===== src/rtl/eag_pkg.sv =====
package eag_pkg;
    typedef enum logic [1:0] {
        SCL_BYTE  = 2'd0,
        SCL_HALF  = 2'd1,
        SCL_WORD  = 2'd2,
        SCL_QUAD  = 2'd3
    } scale_e;

    localparam logic [2:0] RID_BX = 3'd3;
    localparam logic [2:0] RID_BP = 3'd5;
    localparam logic [2:0] RID_SI = 3'd6;
    localparam logic [2:0] RID_DI = 3'd7;
endpackage


===== src/rtl/eag_index_scaler.sv =====
module eag_index_scaler #(
    parameter int W       = 32,
    parameter int SCALE_W = 2
) (
    input  logic               en,
    input  logic [W-1:0]       val,
    input  logic [SCALE_W-1:0] scale,
    output logic [W-1:0]       term
);
    localparam int NUM_SCALES = 1 << SCALE_W;

    logic [W-1:0] shifted [NUM_SCALES];

    genvar g;
    generate
        for (g = 0; g < NUM_SCALES; g++) begin : g_shift
            assign shifted[g] = val << g;
        end
    endgenerate

    assign term = en ? shifted[scale] : '0;
endmodule


===== src/rtl/eag_ptr_check.sv =====
module eag_ptr_check #(
    parameter int ID_W = 3,
    parameter logic [(1<<ID_W)-1:0] LEGAL_MASK = 8'b1110_1000
) (
    input  logic            mode_16,
    input  logic            base_en,
    input  logic [ID_W-1:0] base_id,
    input  logic            index_en,
    input  logic [ID_W-1:0] index_id,
    output logic            illegal
);
    logic base_bad;
    logic index_bad;

    always_comb begin
        base_bad  = base_en  && !LEGAL_MASK[base_id];
        index_bad = index_en && !LEGAL_MASK[index_id];
        illegal   = mode_16 && (base_bad || index_bad);
    end
endmodule


===== src/rtl/eag_sum3.sv =====
module eag_sum3 #(
    parameter int W = 32
) (
    input  logic [W-1:0] a,
    input  logic [W-1:0] b,
    input  logic [W-1:0] c,
    output logic [W-1:0] sum
);
    assign sum = a + b + c;
endmodule


===== src/rtl/eff_addr_gen.sv =====
module eff_addr_gen #(
    parameter int ADDR_W  = 32,
    parameter int ID_W    = 3,
    parameter int SCALE_W = 2,
    parameter int SHORT_W = 16
) (
    input  logic               clk,
    input  logic               rst_n,
    input  logic               req_valid,
    input  logic               mode_16,
    input  logic               base_en,
    input  logic [ID_W-1:0]    base_id,
    input  logic [ADDR_W-1:0]  base_val,
    input  logic               index_en,
    input  logic [ID_W-1:0]    index_id,
    input  logic [ADDR_W-1:0]  index_val,
    input  logic [SCALE_W-1:0] scale_code,
    input  logic [ADDR_W-1:0]  disp,
    output logic               out_valid,
    output logic [ADDR_W-1:0]  out_addr,
    output logic               out_err
);
    import eag_pkg::*;

    localparam int NUM_IDS = 1 << ID_W;
    localparam logic [ADDR_W-1:0] SHORT_MASK =
        {{(ADDR_W-SHORT_W){1'b0}}, {SHORT_W{1'b1}}};
    localparam logic [NUM_IDS-1:0] LEGAL16 =
        (NUM_IDS'(1) << RID_BX) | (NUM_IDS'(1) << RID_BP) |
        (NUM_IDS'(1) << RID_SI) | (NUM_IDS'(1) << RID_DI);

    typedef struct packed {
        logic              valid;
        logic              err;
        logic [ADDR_W-1:0] addr;
    } res_t;

    res_t res_d, res_q;

    logic [ADDR_W-1:0] base_term;
    logic [ADDR_W-1:0] index_term;
    logic [ADDR_W-1:0] raw_sum;
    logic              bad_ptr;

    assign base_term = base_en ? base_val : '0;

    eag_index_scaler #(.W(ADDR_W), .SCALE_W(SCALE_W)) u_scaler (
        .en    (index_en),
        .val   (index_val),
        .scale (scale_code),
        .term  (index_term)
    );

    eag_sum3 #(.W(ADDR_W)) u_sum (
        .a   (base_term),
        .b   (index_term),
        .c   (disp),
        .sum (raw_sum)
    );

    eag_ptr_check #(.ID_W(ID_W), .LEGAL_MASK(LEGAL16)) u_check (
        .mode_16  (mode_16),
        .base_en  (base_en),
        .base_id  (base_id),
        .index_en (index_en),
        .index_id (index_id),
        .illegal  (bad_ptr)
    );

    always_comb begin
        res_d       = res_q;
        res_d.valid = req_valid;
        if (req_valid) begin
            res_d.err  = bad_ptr;
            res_d.addr = mode_16 ? (raw_sum & SHORT_MASK) : raw_sum;
        end
    end

    always_ff @(posedge clk or negedge rst_n) begin
        if (!rst_n) begin
            res_q <= '0;
        end else begin
            res_q <= res_d;
        end
    end

    assign out_valid = res_q.valid;
    assign out_addr  = res_q.addr;
    assign out_err   = res_q.err;
endmodule


===== config.mk =====
export PLATFORM = sky130hd
export DESIGN_NAME = eff_addr_gen
export DESIGN_NICKNAME = d
export VERILOG_FILES = /design/src/rtl/eag_pkg.sv /design/src/rtl/eag_index_scaler.sv /design/src/rtl/eag_ptr_check.sv /design/src/rtl/eag_sum3.sv /design/src/rtl/eff_addr_gen.sv
export SDC_FILE = /design/constraint.sdc
export NUM_CORES = 1
export LEC_CHECK = 0
export BUFFER_PORTS_ARGS = -buffer_cell sky130_fd_sc_hd__buf_2
export CORE_MARGIN = 2
export CORE_UTILIZATION = 49
export DETAILED_ROUTE_END_ITERATION = 16
export PLACE_DENSITY = 0.79
export SLEW_MARGIN = 0
export SYNTH_ARGS = -nofsm -noshare
export SYNTH_HDL_FRONTEND = slang
export SYNTH_SLANG_ARGS = --single-unit

===== constraint.sdc =====
create_clock -name clk -period 0.86 [get_ports clk]
set_clock_uncertainty 0.05 [all_clocks]
set_input_delay 0.129 -clock clk [delete_from_list [all_inputs] [get_ports clk]]
set_output_delay 0.129 -clock clk [all_outputs]
set_load 0.01 [all_outputs]

==> results of run 1 <==
[metal layers]
| metal | GRT usage | up-vias |
|---|---|---|
| met5 | 0 | - |
| met4 | 0.101 | 0 |
| met3 | 0.0316 | 100 |
| met2 | 0.586 | 364 |
| met1 | 0.413 | 2731 |
| li1 | - | 2491 |
[state kept, by name, summed over array words and instances (netlist names)]
signal	count
out_err	1
out_addr	32
out_valid	1
[logic make-up after synthesis]
| kind of cell | after synthesis | share of synthesized area |
|---|---|---|
| muxes | 48 | 0.174 |
| xor gates and xnor gates | 25 | 0.0454 |
| and+or+nand+nor | 165 | 0.174 |
| buffers and inverters | 78 | 0.0622 |
| AOI/OAI and AO/OA | 121 | 0.157 |
| adders and majority gates | 62 | 0.211 |
| DFF | 34 | 0.176 |
[worst max-delay path by stage]
| stage | start | end | slack (ps) | depth (start not counted) |
|---|---|---|---|---|
| 5_1_grt | scale_code[0] | out_addr[18] | -2470 | 15 |
| 2_1_floorplan | scale_code[0] | out_addr[14] | -2440 | 13 |
| 3_3_place_gp | scale_code[0] | out_addr[27] | -2680 | 14 |
| 6_report | scale_code[0] | out_addr[16] | -2420 | 16 |
| 3_5_place_dp | scale_code[0] | out_addr[27] | -2760 | 14 |
| 4_1_cts | scale_code[1] | out_addr[14] | -2160 | 13 |
[area by class of cell]
class                      instances  area (um^2)  area share
multi-input combinational        421         4530       0.559
timing repair buffer             322         2280       0.281
sequential                        34          851       0.105
inverter                          54          203      0.0250
tap                              133          166      0.0205
clock buffer                       7         76.3     0.00942
[synth_stat cells, types with 2 or more instances]
master / n / share of area
inv_1: 54 / 0.042
nand2_1: 51 / 0.040
and2_1: 50 / 0.065
a21oi_1: 42 / 0.044
dfrtp_1: 34 / 0.18
fa_1: 32 / 0.13
ha_1: 30 / 0.078
mux4_2: 27 / 0.13
o21ai_0: 24 / 0.025
nor2_1: 23 / 0.018
clkbuf_1: 18 / 0.014
mux2_2: 16 / 0.037
xnor2_1: 13 / 0.024
o22ai_1: 12 / 0.016
xor2_1: 12 / 0.022
a21o_1: 10 / 0.016
nand4_1: 10 / 0.013
nand3_1: 7 / 0.0073
buf_2: 6 / 0.0062
nor3_1: 6 / 0.0062
mux2i_1: 5 / 0.010
nor2b_1: 5 / 0.0065
a211oi_1: 4 / 0.0062
and3_1: 4 / 0.0052
o21bai_1: 4 / 0.0062
o221ai_1: 4 / 0.0073
a21boi_0: 3 / 0.0047
a31oi_1: 3 / 0.0039
a221oi_1: 2 / 0.0036
nand2b_1: 2 / 0.0026
nand3b_1: 2 / 0.0031
o32ai_1: 2 / 0.0036
or4_1: 2 / 0.0031
[metrics by stage]
stage / setup slack [ps] / utilization / power (mW)
2_1_floorplan: -2440 / - / 6.36
3_3_place_gp: -2680 / 0.688 / 9.26
3_5_place_dp: -2760 / 0.688 / 9.50
4_1_cts: -2160 / 0.795 / 12.3
5_1_grt: -2470 / 0.837 / 14.5
6_report: -2420 / 0.837 / 13.8
[worst reg2reg max path, delay by kind of cell, from the launching register on]
kind     cells  cell delay [ps]
flops        1              400
mux          1              260
buf+inv      1              140
[what timing repair did]
action / CTS / global route
gates resized for setup: 127 / 62
endpoints found under the setup margin: 66 / 66
hold endpoints to repair: 35 / 0
hold buffers: 2 / 0
setup buffers: 42 / 15
cloned: 2 / 0
pin swaps: 79 / 47
[where the power goes]
group	switching (mW)	leakage [nW]	internal (mW)
combinational	4.90	3.42	5.34
sequential	0.312	0.418	2.13
clock	0.521	0.0383	0.556
total	5.73	3.88	8.02
==> flow_metrics.py, run 1 <==
metrics = {
    "global_route": {
        "grt_pass1_wl_um": 26900,
        "grt_pass1_vias": 5630,
        "grt_util_all_layers": 0.325,
        "grt_overflow": 0,
        "grt_max_degree": 28,
        "grt_antenna_before_repair": 0,
    },
    "timing": {
        "fin_ws_ps": -2420,
        "finalCritPeriodShare": 3.81,
        "final_max_slew_viol_count": 0,
        "finalSetupViolCount": 66,
        "final.setup.tns_ps": -68180,
        "tightest_slew_ps": 391,
        "period_needed_ps": 3280,
        "fmax_mhz": 305,
        "rsz0062_at_grt": "yes",
        "finalHoldViolCount": 0,
        "relSlewSlack": 0.739,
        "hold_slack_ps": 171,
    },
    "synth": {
        "avgSynthCellArea_um2": 9.05,
        "synth_nets": 705,
        "ys_warn_count": 0,
        "syn_inst": 533,
        "syn_area_um2": 4820,
        "ys_seq_area_frac": 0.176,
        "synth-main-ff-cell": "dfrtp_1",
        "async_flop_share": 1.00,
        "synth.distinct_cells": 47,
        "synth_edf_count": 0,
        "ys_seq_elements": 34,
    },
    "power": {
        "vdd_drop_max_mv": 1.11,
        "power_leakage_nw": 3.88,
        "p_per_area_nw_per_um2": 1700,
    },
    "die": {
        "die_h_um": 103,
        "rows": 36,
        "fp.dieW_um": 103,
        "coreArea_um2": 9680,
        "pin_count": 144,
        "dieArea_um2": 10700,
        "start_util": 0.498,
    },
    "cells_and_area": {
        "final_layout_size_suffix_gt1_frac": 0.593,
        "n_antenna_cell": 0,
        "final_cells": 971,
        "mostFrequentLayoutCells": "160 x buf_4, 134 x buf_2, 47 x inv_1",
        "mostFrequentLayoutCell": "buf_4",
        "fill_cells": 495,
        "fin_nets": 1010,
        "final_area_um2": 8100,
        "areaGrowthSynthToFinish_pct": 67.9,
    },
    "clock_network": {
        "worst_setup_hold_path_clk_slew_ps": 60,
        "clockBufferDepth": 2,
        "cts_tree": "built",
        "root_buffer": "clkbuf_8",
        "clkSinkCount": 34,
        "htree_levels": 2,
        "clock_latency_ps": 280,
        "cts_buffers": 5,
    },
    "setup_path": {
        "cp_slowest_cell": "fa_1",
        "worstPathMaxFanout": 7,
        "cp-start-kind": "input port",
        "reg2regPathDepth": 2,
        "r2r-end": "out_addr[14]",
        "path_cells": "buf_12 -> buf_8 -> buf_4 -> mux2i_4 -> nand2_1 -> o211ai_1 -> fa_1 -> inv_2 -> ha_4 -> nand4_1 -> a211o_4 -> a31oi_4 -> buf_4 -> a21oi_2 -> xor2_1 -> o22ai_1",
        "crit_type": "input port to register",
        "cp_data_required_time_ps": 970,
        "worst-path-buf-inv": 5,
        "worstPathArrival_ps": 3380,
        "end_kind": "register",
        "r2r_slack_ps": -100,
        "critical-path-top-delay-family": "compound AO/OA/AOI/OAI gates",
        "crit_top_cell": "buf_4",
        "reg2reg_from": "out_addr[14]",
        "critPathMaxStageDelay_ps": 550,
    },
    "placed_design": {
        "post-place-cells": 908,
        "port_buffers": 143,
        "post_dp_cell_area_um2": 6660,
        "hpwl_um": 12300,
        "place_congestion": 0.909,
    },
    "drt": {
        "routed-wl-met2_um": 9660,
        "first_iter_violations": 418,
        "via_per_inst": 5.86,
        "wl_um": 19300,
        "wl_met3_um": 1300,
        "drc": 0,
        "wl_per_cell_um": 19.9,
        "via_count": 5686,
        "top_layer": "met4",
        "dr.pass1.iters": 5,
        "wl_met1_um": 7250,
        "ant_nets": 0,
    },
    "run_status": {
        "violations": "negative setup slack",
        "outcome": "complete, but fails checks",
    },
    "job": {
        "drv_cap": 0,
    },
    "min_path": {
        "hp-class": "input port to asynchronous set/reset pin",
    },
}
Power figures use the tool's default switching activity.
==> run 2: changes to the inputs <==
Settings changed: SETUP_SLACK_MARGIN set to 0.02.
Clock period 0.86 ns to 3 ns, I/O delays scaled along.
==> flow_metrics.py, run 2 (same netlist as run 1, synthesis figures left out) <==
metrics = {
    "clock_network": {
        "worst_setup_hold_path_clk_slew_ps": 70,
        "htree_levels": 2,
        "clockBufferDepth": 2,
        "clock_latency_ps": 280,
        "cts_tree": "built",
        "clkSinkCount": 34,
        "root_buffer": "clkbuf_8",
        "cts_buffers": 5,
    },
    "power": {
        "vdd_drop_max_mv": 0.258,
        "p_per_area_nw_per_um2": 469,
        "power_leakage_nw": 3.64,
    },
    "die": {
        "rows": 36,
        "pin_count": 144,
        "start_util": 0.498,
        "die_h_um": 103,
        "fp.dieW_um": 103,
        "dieArea_um2": 10700,
        "coreArea_um2": 9680,
    },
    "run_status": {
        "violations": "negative setup slack",
        "outcome": "complete, but fails checks",
    },
    "drt": {
        "ant_nets": 0,
        "wl_um": 16700,
        "wl_per_cell_um": 17.8,
        "drc": 0,
        "via_count": 5316,
        "first_iter_violations": 298,
        "via_per_inst": 5.67,
        "dr.pass1.iters": 5,
    },
    "setup_path": {
        "r2r-end": "out_addr[29]",
        "reg2regPathDepth": 3,
        "cp_data_required_time_ps": 3080,
        "crit_type": "input port to register",
        "critPathMaxStageDelay_ps": 500,
        "worstPathArrival_ps": 3560,
        "cp-start-kind": "input port",
        "cp_slowest_cell": "fa_1",
        "reg2reg_from": "out_addr[29]",
        "path_cells": "buf_12 -> buf_8 -> buf_4 -> mux2i_1 -> nand2_1 -> nand3_2 -> fa_1 -> inv_1 -> ha_4 -> nand4_1 -> a211o_4 -> a31oi_4 -> buf_6 -> a41oi_2 -> xor2_1 -> o22ai_1",
        "worstPathMaxFanout": 8,
        "end_kind": "register",
        "r2r_slack_ps": 2080,
    },
    "timing": {
        "hold_slack_ps": 164,
        "final_max_slew_viol_count": 0,
        "relSlewSlack": 0.518,
        "finalHoldViolCount": 0,
        "period_needed_ps": 3490,
        "fin_ws_ps": -486,
        "finalSetupViolCount": 25,
        "finalCritPeriodShare": 1.16,
        "rsz0062_at_grt": "yes",
        "final.setup.tns_ps": -7970,
        "fmax_mhz": 287,
        "tightest_slew_ps": 722,
    },
    "global_route": {
        "grt_max_degree": 40,
        "grt_pass1_wl_um": 24700,
        "grt_antenna_before_repair": 0,
        "grt_overflow": 0,
        "grt_pass1_vias": 5205,
        "grt_util_all_layers": 0.296,
    },
    "cells_and_area": {
        "areaGrowthSynthToFinish_pct": 55.7,
        "n_antenna_cell": 0,
        "fin_nets": 976,
        "mostFrequentLayoutCells": "141 x buf_2, 126 x buf_4, 51 x inv_1",
        "mostFrequentLayoutCell": "buf_2",
        "fill_cells": 604,
        "final_layout_size_suffix_gt1_frac": 0.544,
        "largest_register_ffs": 32,
        "final_core_util": 0.776,
        "final_cells": 938,
    },
    "placed_design": {
        "hpwl_um": 12100,
        "place_congestion": 0.931,
        "port_buffers": 143,
        "post-place-cells": 901,
    },
    "min_path": {
        "hp-class": "input port to asynchronous set/reset pin",
    },
    "job": {
        "drv_cap": 0,
    },
}
-- run 2: metal layers --
metal | share of wire | track usage
met2 | 0.49 | 0.507
met4 | 0.037 | 0.0992
met5 | 0 | 0
met3 | 0.062 | 0.0296
met1 | 0.41 | 0.394
-- run 2: area by class of cell --
| cell class | count | area (um^2) | area share |
|---|---|---|---|
| well taps | 133 | 166 | 0.0222 |
| multi-input cells | 421 | 4270 | 0.568 |
| repair buffers | 288 | 1930 | 0.257 |
| flip-flops and latches | 34 | 851 | 0.113 |
| inverters | 54 | 203 | 0.0270 |
| clock buffers | 7 | 86.3 | 0.0115 |
| clock inverters | 1 | 5.00 | 0.000666 |
-- run 2: through the flow --
stage	total power, mW	instance area [um^2]	setup slack [ps]
final	3.52	7510	-486
after global routing	3.75	7510	-566
after CTS	3.29	7240	-306
after detailed placement	2.71	6600	-952
after global placement	2.64	6600	-897
after floorplan	1.82	4970	-618
-- run 2: critical path, delay by kind of cell --
kind,cells,cell delay [ps]
adders and majority gates,2,800
xor gates and xnor gates,1,250
AOI/OAI and AO/OA,4,890
muxes,1,140
buffers and inverters,5,610
and+or+nand+nor,3,410
-- run 2: worst max path at each step --
stage / startpoint / slack (ps) / end
after global routing: scale_code[0] / -570 / out_addr[24]
after detailed placement: scale_code[0] / -950 / out_addr[24]
after floorplan: scale_code[0] / -620 / out_addr[14]
after CTS: scale_code[0] / -310 / out_addr[28]
final: scale_code[0] / -490 / out_addr[24]
after global placement: scale_code[0] / -900 / out_addr[24]
-- run 2: timing repair --
action	in CTS	in global routing
setup endpoints to repair	27	27
setup buffers	36	10
gates resized for setup	85	56
hold buffers	0	0
pin swaps	48	34
-- run 2: power breakdown --
part | switching (mW) | total (mW) | internal [mW]
registers | 0.0831 | 0.692 | 0.609
clock network | 0.163 | 0.348 | 0.185
logic | 1.24 | 2.48 | 1.25
total | 1.48 | 3.52 | 2.04
==> run 3: changes to the inputs <==
Settings changed: CORE_UTILIZATION 49 to 45, PLACE_DENSITY 0.79 to 0.74.
==> flow_metrics.py, run 3 (same netlist as run 1, synthesis figures left out) <==
metrics = {
    "power": {
        "p_int_mw": 2.11,
        "seqPwrFrac": 0.192,
        "vdd_drop_max_mv": 0.284,
        "power_switching_mw": 1.49,
        "p_per_area_nw_per_um2": 472,
        "switching_share": 0.415,
        "pwr-share-comb": 0.711,
        "clock_power_share": 0.096,
        "total_power_mw": 3.60,
        "power_leakage_nw": 3.65,
    },
    "timing": {
        "relSlewSlack": 0.528,
        "tightest_slew_ps": 708,
        "finalHoldViolCount": 0,
        "final_max_slew_viol_count": 0,
        "rsz0062_at_grt": "yes",
        "fin_ws_ps": -414,
        "finalSetupViolCount": 24,
        "hold_slack_ps": 158,
        "finalCritPeriodShare": 1.14,
        "fmax_mhz": 293,
        "final.setup.tns_ps": -5750,
        "period_needed_ps": 3410,
    },
    "setup_path": {
        "worstPathMaxFanout": 5,
        "end_kind": "register",
        "cp_data_required_time_ps": 3180,
        "crit_type": "input port to register",
        "worstPathArrival_ps": 3590,
        "cp-start-kind": "input port",
    },
    "placed_design": {
        "post-place-cells": 905,
        "port_buffers": 143,
        "place_congestion": 0.895,
        "hpwl_um": 11800,
        "post_dp_cell_area_um2": 6610,
        "dp_slack_ps": -953,
    },
    "job": {
        "drv_cap": 0,
    },
    "clock_network": {
        "cts_buffers": 5,
        "clockBufferDepth": 2,
        "cts_tree": "built",
        "root_buffer": "clkbuf_8",
        "worst_setup_hold_path_clk_slew_ps": 70,
        "htree_levels": 2,
        "cts_hold_buf": 0,
        "clock_latency_ps": 290,
        "clkSinkCount": 34,
    },
    "global_route": {
        "grt_overflow": 0,
        "grt_antenna_before_repair": 0,
        "grt_util_all_layers": 0.268,
        "grt_max_degree": 35,
        "grt_pass1_vias": 5219,
        "grt_pass1_wl_um": 24900,
    },
    "die": {
        "dieArea_um2": 11600,
        "fp.dieW_um": 108,
        "pin_count": 144,
        "die_h_um": 108,
        "coreArea_um2": 10400,
        "start_util": 0.465,
        "rows": 37,
    },
    "cells_and_area": {
        "areaGrowthSynthToFinish_pct": 58.0,
        "mostFrequentLayoutCells": "140 x buf_2, 131 x buf_4, 52 x inv_1",
        "final_cells": 941,
        "final_core_util": 0.735,
        "n_antenna_cell": 0,
        "final_area_um2": 7620,
        "fill_cells": 726,
        "final_layout_size_suffix_gt1_frac": 0.554,
        "mostFrequentLayoutCell": "buf_2",
        "fin_nets": 976,
        "largest_register_ffs": 32,
    },
    "drt": {
        "ant_nets": 0,
        "wl_um": 16200,
        "via_per_inst": 5.57,
        "via_count": 5243,
        "first_iter_violations": 288,
        "dr.pass1.iters": 5,
        "drc": 0,
        "wl_per_cell_um": 17.2,
    },
    "run_status": {
        "violations": "negative setup slack",
        "outcome": "complete, but fails checks",
    },
    "min_path": {
        "hp-class": "input port to asynchronous set/reset pin",
    },
}
[run 3: cell count changes in the layout (fill, tap and decap cells not counted), moves of 4 or more]
cell,delta
and2_4,+4
buf_6,-5
ha_1,-4
a21oi_2,-4
and2_1,-4
buf_4,+5
ha_4,+5
[run 3: cell type report]
cell class	count	area, um^2	area share
clock inverters	1	5.00	0.000656
inverters	54	203	0.0266
clock buffers	7	86.3	0.0113
flip-flops and latches	34	851	0.112
well taps	136	170	0.0223
multi-input cells	421	4370	0.573
repair buffers	288	1940	0.255
[run 3: layer usage]
metal  share of wire  global-route usage
met4           0.020              0.0687
met3           0.069              0.0254
met5               0                   0
met2            0.49               0.457
met1            0.42               0.365
[run 3: timing repair]
item	CTS	global route
setup endpoints to repair	25	26
pin swaps	60	24
cloned	2	0
resized for setup	100	45
buffers inserted	21	10
[run 3: worst paths after layout]
kind | startpoint | endpoint | slack, ps | depth (start not counted)
setup / recovery | scale_code[0] | out_addr[29] | -410 | 13
hold / removal | rst_n | out_valid | 160 | 1
setup reg to reg | out_addr[29] | out_addr[29] | 2140 | 3
hold reg to reg | out_addr[15] | out_addr[15] | 460 | 1
max in group asynchronous | rst_n | out_addr[31] | 2290 | 1
min in group clk | req_valid | out_valid | 390 | 1
[run 3: power by group through the flow]
stage	clock network (mW)	registers (mW)	logic [mW]
2_1_floorplan	0	0.763	1.06
3_3_place_gp	0	0.692	1.95
3_5_place_dp	0	0.700	2.01
4_1_cts	0.350	0.694	2.32
5_1_grt	0.371	0.714	2.75
6_report	0.346	0.693	2.56
[run 3: worst max-delay path, stage by stage]
cell	delay [ps]
buf_12	90
buf_6	100
mux4_2	500
and2_4	160
fa_1	490
ha_4	340
nand4_1	210
nor2_2	270
a21oi_2	130
a21oi_4	220
o32ai_4	120
or4_1	410
nand3_1	90
